<file path="src/rtl/rdma_cmd_slots.sv">
module rdma_cmd_slots #(
  parameter int NSLOT = 4,
  parameter int AW    = 32,
  parameter int SZW   = 17,
  parameter int MAXP  = 64
) (
  input  logic                       clk,
  input  logic                       rst_n,
  input  logic                       wr_en,
  input  logic [$clog2(NSLOT)-1:0]   wr_slot,
  input  logic [1:0]                 wr_field,
  input  logic [AW-1:0]              wr_data,
  output logic                       pkt_valid,
  input  logic                       pkt_ready,
  output logic [$clog2(NSLOT)-1:0]   pkt_slot,
  output logic [AW-1:0]              pkt_src,
  output logic [AW-1:0]              pkt_dst,
  output logic [AW-1:0]              pkt_ack,
  output logic [$clog2(MAXP+1)-1:0]  pkt_bytes,
  output logic                       pkt_last
);
  localparam int SW  = $clog2(NSLOT);
  localparam int PBW = $clog2(MAXP+1);

  logic [AW-1:0] arg_q [NSLOT][4];
  logic [3:0]    vld_q [NSLOT];
  logic [NSLOT-1:0] armed;

  logic          busy;
  logic [SZW-1:0] rem;
  logic [AW-1:0] src_q, dst_q, ack_q;
  logic [SW-1:0] slot_q;
  logic          take;
  logic [SW-1:0] sel;

  for (genvar s = 0; s < NSLOT; s++) begin : g_slot
    always_ff @(posedge clk or negedge rst_n) begin
      if (!rst_n) begin
        vld_q[s] <= '0;
        for (int f = 0; f < 4; f++) arg_q[s][f] <= '0;
      end else begin
        if (take && sel == SW'(s)) vld_q[s] <= '0;
        if (wr_en && wr_slot == SW'(s)) begin
          vld_q[s][wr_field] <= 1'b1;
          arg_q[s][wr_field] <= wr_data;
        end
      end
    end
    assign armed[s] = &vld_q[s];
  end

  always_comb begin
    sel = '0;
    for (int i = NSLOT-1; i >= 0; i--)
      if (armed[i]) sel = SW'(i);
  end
  assign take = !busy && |armed;

  wire [SZW-1:0] new_size = arg_q[sel][0][SZW-1:0];

  assign pkt_valid = busy;
  assign pkt_last  = rem <= SZW'(MAXP);
  assign pkt_bytes = pkt_last ? rem[PBW-1:0] : PBW'(MAXP);
  assign pkt_src   = src_q;
  assign pkt_dst   = dst_q;
  assign pkt_ack   = ack_q;
  assign pkt_slot  = slot_q;

  always_ff @(posedge clk or negedge rst_n) begin
    if (!rst_n) begin
      busy <= 1'b0; rem <= '0; src_q <= '0; dst_q <= '0; ack_q <= '0; slot_q <= '0;
    end else if (take) begin
      busy   <= new_size != '0;
      rem    <= new_size;
      src_q  <= arg_q[sel][1];
      dst_q  <= arg_q[sel][2];
      ack_q  <= arg_q[sel][3];
      slot_q <= sel;
    end else if (busy && pkt_ready) begin
      rem   <= rem - SZW'(pkt_bytes);
      src_q <= src_q + AW'(pkt_bytes);
      dst_q <= dst_q + AW'(pkt_bytes);
      if (pkt_last) busy <= 1'b0;
    end
  end

  a_r9_hold: assert property (@(posedge clk) disable iff (!rst_n)
    pkt_valid && !pkt_ready |=> pkt_valid && $stable(pkt_dst) && $stable(pkt_src)
      && $stable(pkt_bytes) && $stable(pkt_ack) && $stable(pkt_last));
  a_r4_bytes_bound: assert property (@(posedge clk) disable iff (!rst_n)
    pkt_valid |-> pkt_bytes != '0 && pkt_bytes <= PBW'(MAXP));
  a_r5_dst_step: assert property (@(posedge clk) disable iff (!rst_n)
    pkt_valid && pkt_ready && !pkt_last |=>
      pkt_valid && pkt_dst == $past(pkt_dst) + AW'($past(pkt_bytes)) && $stable(pkt_ack) && $stable(pkt_slot));
  a_r7_cleared: assert property (@(posedge clk) disable iff (!rst_n)
    take |=> !armed[$past(sel)]);
endmodule

</file>
<file path="config.mk">
export PLATFORM = sky130hd
export DESIGN_NAME = rdma_cmd_slots
export DESIGN_NICKNAME = d
export VERILOG_FILES = /design/src/rtl/rdma_cmd_slots.sv
export SDC_FILE = /design/constraint.sdc
export NUM_CORES = 1
export LEC_CHECK = 0
export ABC_AREA = 1
export BUFFER_PORTS_ARGS = -buffer_cell sky130_fd_sc_hd__buf_2
export CELL_PAD_IN_SITES_DETAIL_PLACEMENT = 0
export CELL_PAD_IN_SITES_GLOBAL_PLACEMENT = 1
export CORE_MARGIN = 4
export CORE_UTILIZATION = 47
export CTS_CLUSTER_DIAMETER = 200
export DETAILED_ROUTE_END_ITERATION = 8
export PLACE_DENSITY_LB_ADDON = 0.1
export SKIP_LAST_GASP = 1
export SYNTH_ARGS = -nofsm -noshare
export SYNTH_HDL_FRONTEND = slang
export SYNTH_SLANG_ARGS = --single-unit
</file>
<file path="constraint.sdc">
create_clock -name clk -period 3.3 [get_ports clk]
set_input_delay 0.495 -clock clk [delete_from_list [all_inputs] [get_ports clk]]
set_output_delay 0.495 -clock clk [all_outputs]
set_load 0.005 [all_outputs]
</file>
==> results.py <==
metrics = {
    "min_path": {
        "min-delay-path-class": "in2reg",
    },
    "logic_synthesis": {
        "synth_top_cells_by_area": "dfrtp_1 (53%), o21ai_0 (12%), nand2_1 (11%)",
        "syn_inst": 3310,
        "ys_ff_latch": 584,
        "synth.avg_cell_area_sq_um": 8.29,
        "synth-async-reset-ratio_pct": 100,
        "synth_cell_types": 52,
        "yosysWarnings": 0,
        "synth.most_common_cell": "nand2_1",
        "netlist.top_cell.by_area": "dfrtp_1",
        "syn-cell-area_sq_mm": 0.0275,
        "synth_edf_count": 0,
        "yosysSeqAreaShare_pct": 53.2,
        "synth_nets": 3367,
        "synth_top_area_share_pct": 53.2,
        "yosys-top-cells-count": "nand2_1 (834), o21ai_0 (634), dfrtp_1 (584)",
        "synth_flop_cell": "dfrtp_1",
    },
    "run_status": {
        "status": "complete, no violations",
    },
    "grt": {
        "grt_max_degree": 94,
        "use_met1_pct": 40.5,
        "grt_pass1_vias": 22400,
        "busiest_layer": "met2",
        "overflow": 0,
        "grtUsageTotal_pct": 26.5,
        "met3_usage_pct": 3.40,
        "antenna_found_initial": 3,
        "gr-usage-met2_pct": 40.7,
        "grt_pass1_wl_um": 132000,
    },
    "detailed_routing": {
        "first_pass_iters": 6,
        "drc": 0,
        "wirelength_um": 83600,
        "vias": 23300,
        "drtAntennaViolNets": 0,
        "wire_per_inst_um": 20.0,
        "viasPerCell": 5.56,
        "drt-initial-drc-count": 1894,
    },
    "setup_path": {
        "arrival_ps": 3540,
        "endpoint_kind": "register",
        "critical_path_required_ps": 3770,
        "path_max_fanout": 6,
        "crit_path_start_kind": "register",
        "crit_type": "reg2reg",
    },
    "cts": {
        "cts_max_level": 3,
        "clkLatencyLatePin_ps": 610,
        "clock_sinks": 584,
        "clockBufferDepth": 3,
        "cts_inserted_buffers": 67,
        "cts_tree": "built",
        "clk_pin_slew_ps": 60,
        "root_buffer": "clkbuf_16",
    },
    "die": {
        "die_height_um": 250,
        "coreArea_sq_mm": 0.0578,
        "die_x_um": 250,
        "num_rows": 88,
        "dieArea_sq_mm": 0.0623,
        "ios": 147,
        "start_util_pct": 47.5,
    },
    "layout": {
        "syn_to_final_growth_pct": 13.3,
        "fin_nets": 3430,
        "final-seq-area_sq_mm": 0.0146,
        "drive_gt1_share_pct": 12.4,
        "utilization_pct": 53.8,
        "multi_input_area_sq_mm": 0.0112,
        "n_antenna_cell": 0,
        "fill_cells": 5462,
    },
    "sta": {
        "hold_viol_final": 0,
        "timing.fmax_mhz": 326,
        "setup_viol": 0,
        "slew_viol_final": 0,
        "period_minus_slack_ps": 3070,
        "fin_worst_skew_ps": 26.1,
        "worst_slew_pin_slew_ps": 822,
        "setup_ws_ps": 232,
        "slew-limit-headroom_pct": 45.2,
        "finalCritPeriodShare_pct": 93.0,
    },
    "power": {
        "p_leak_nw": 14.8,
        "peakVddDrop_mv": 0.644,
        "power_density_mw_per_mm2": 1070,
        "p_total_mw": 33.4,
    },
    "placement": {
        "pre_cts_slack_ps": 56.3,
        "port_buffers": 146,
        "gp_congestion": 0.880,
        "hpwl_um": 52700,
    },
    "job": {
        "maxCapViolCount": 0,
    },
}
## area by class of cell
cell class                 count  area share (%)
tap                          765            3.08
clock inverter                17           0.704
sequential                   584            47.0
inverter                     179            2.17
multi-input combinational   2311            35.9
clock buffer                  98            6.22
timing repair buffer         230            4.94
## cells by family after synthesis
kind of cell	synth area share (%)
fa+ha+maj	0.829
xor+xnor	0.829
simple gates	20.3
buf+inv	6.49
compound gates	18.3
other cells	0.0137
flops	53.2
## final timing paths
| path | end | slack (ps) | start | cells after the start |
|---|---|---|---|---|
| setup / recovery | pkt_src[22]$_DFFE_PN0P_ | 230 | rem[13]$_DFFE_PN0P_ | 18 |
| hold reg to reg | vld_q[13]$_DFF_PN0_ | 470 | vld_q[13]$_DFF_PN0_ | 2 |
| setup reg to reg | pkt_src[22]$_DFFE_PN0P_ | 230 | rem[13]$_DFFE_PN0P_ | 18 |
| hold / removal | arg_q[17]$_DFFE_PN0P_ | 360 | wr_data[17] | 3 |
| min in group asynchronous | rem[15]$_DFFE_PN0P_ | 500 | rst_n | 2 |
| max in group asynchronous | arg_q[4]$_DFFE_PN0P_ | 1790 | rst_n | 4 |
## timing repair
| action | in CTS | in global routing |
|---|---|---|
| endpoints found under the setup margin | 0 | 29 |
| hold buffers | 1 | 0 |
| resized for setup | 0 | 11 |
| hold endpoints to repair | 62 | 0 |
| setup buffers | 0 | 4 |
## flip-flops by register name, summed over array words and instances, names as in the netlist
signal and cells:
vld_q 16, rem 17, pkt_valid 1, pkt_dst 32
pkt_src 32, arg_q 452, pkt_ack 32, pkt_slot 2
## worst max-delay path: stages (launching register included)
cell and delay [ps]:
dfrtp_1 380, or2_4 280, nor2_4 140, nand3_4 110, nand2b_4 200, nor2_2 120, ha_1 190, inv_1 60
fa_2 370, o21ai_4 170, inv_1 50, o21ai_0 150, buf_4 160, nand2_1 70, inv_1 100, nand3b_1 100
xnor2_1 140, nor2_1 100, nor2_1 50
## layer usage
layer / vias to the layer above / share of wire [%]
met5: - / 0.016
met3: 102 / 6.1
met2: 735 / 45
li1: 11100 / -
met1: 11400 / 48
met4: 2 / 1.7
## where the power goes
group / switching (mW) / internal [mW]
Sequential: 1.45 / 9.08
Combinational: 10.3 / 5.22
Clock: 3.00 / 4.38
## metrics by stage
stage               TNS [ps]  instance area (sq um)  hold slack [ps]  std cells
floorplan                  0                  27500              199       3310
global placement           0                  28900              453       4063
detailed placement         0                  28900              458       4063
CTS                        0                  31000              337       4179
global route           -39.2                  31100              387       4184
finish                     0                  31100              359       4184
## cells in the final DEF, fill, tap and decap left out, drive strengths merged, types with 2 or more instances in the layout
| master | count |
|---|---|
| nand2 | 851 |
| o21ai | 668 |
| dfrtp | 584 |
| nor2 | 267 |
| buf | 229 |
| inv | 183 |
| nand3 | 137 |
| clkbuf | 98 |
| a21oi | 57 |
| o211ai | 45 |
| or2 | 43 |
| o22ai | 42 |
| o21bai | 42 |
| a31oi | 41 |
| nor3 | 18 |
| nand4 | 17 |
| ha | 15 |
| xnor2 | 13 |
| xor2 | 13 |
| nor4 | 12 |
| o221ai | 10 |
| clkinv | 9 |
| nand3b | 5 |
| bufinv | 4 |
| o21a | 2 |
| a22oi | 2 |
| nand2b | 2 |
| o31ai | 2 |
| fa | 2 |
No activity file was read; power rests on OpenSTA's default activity.
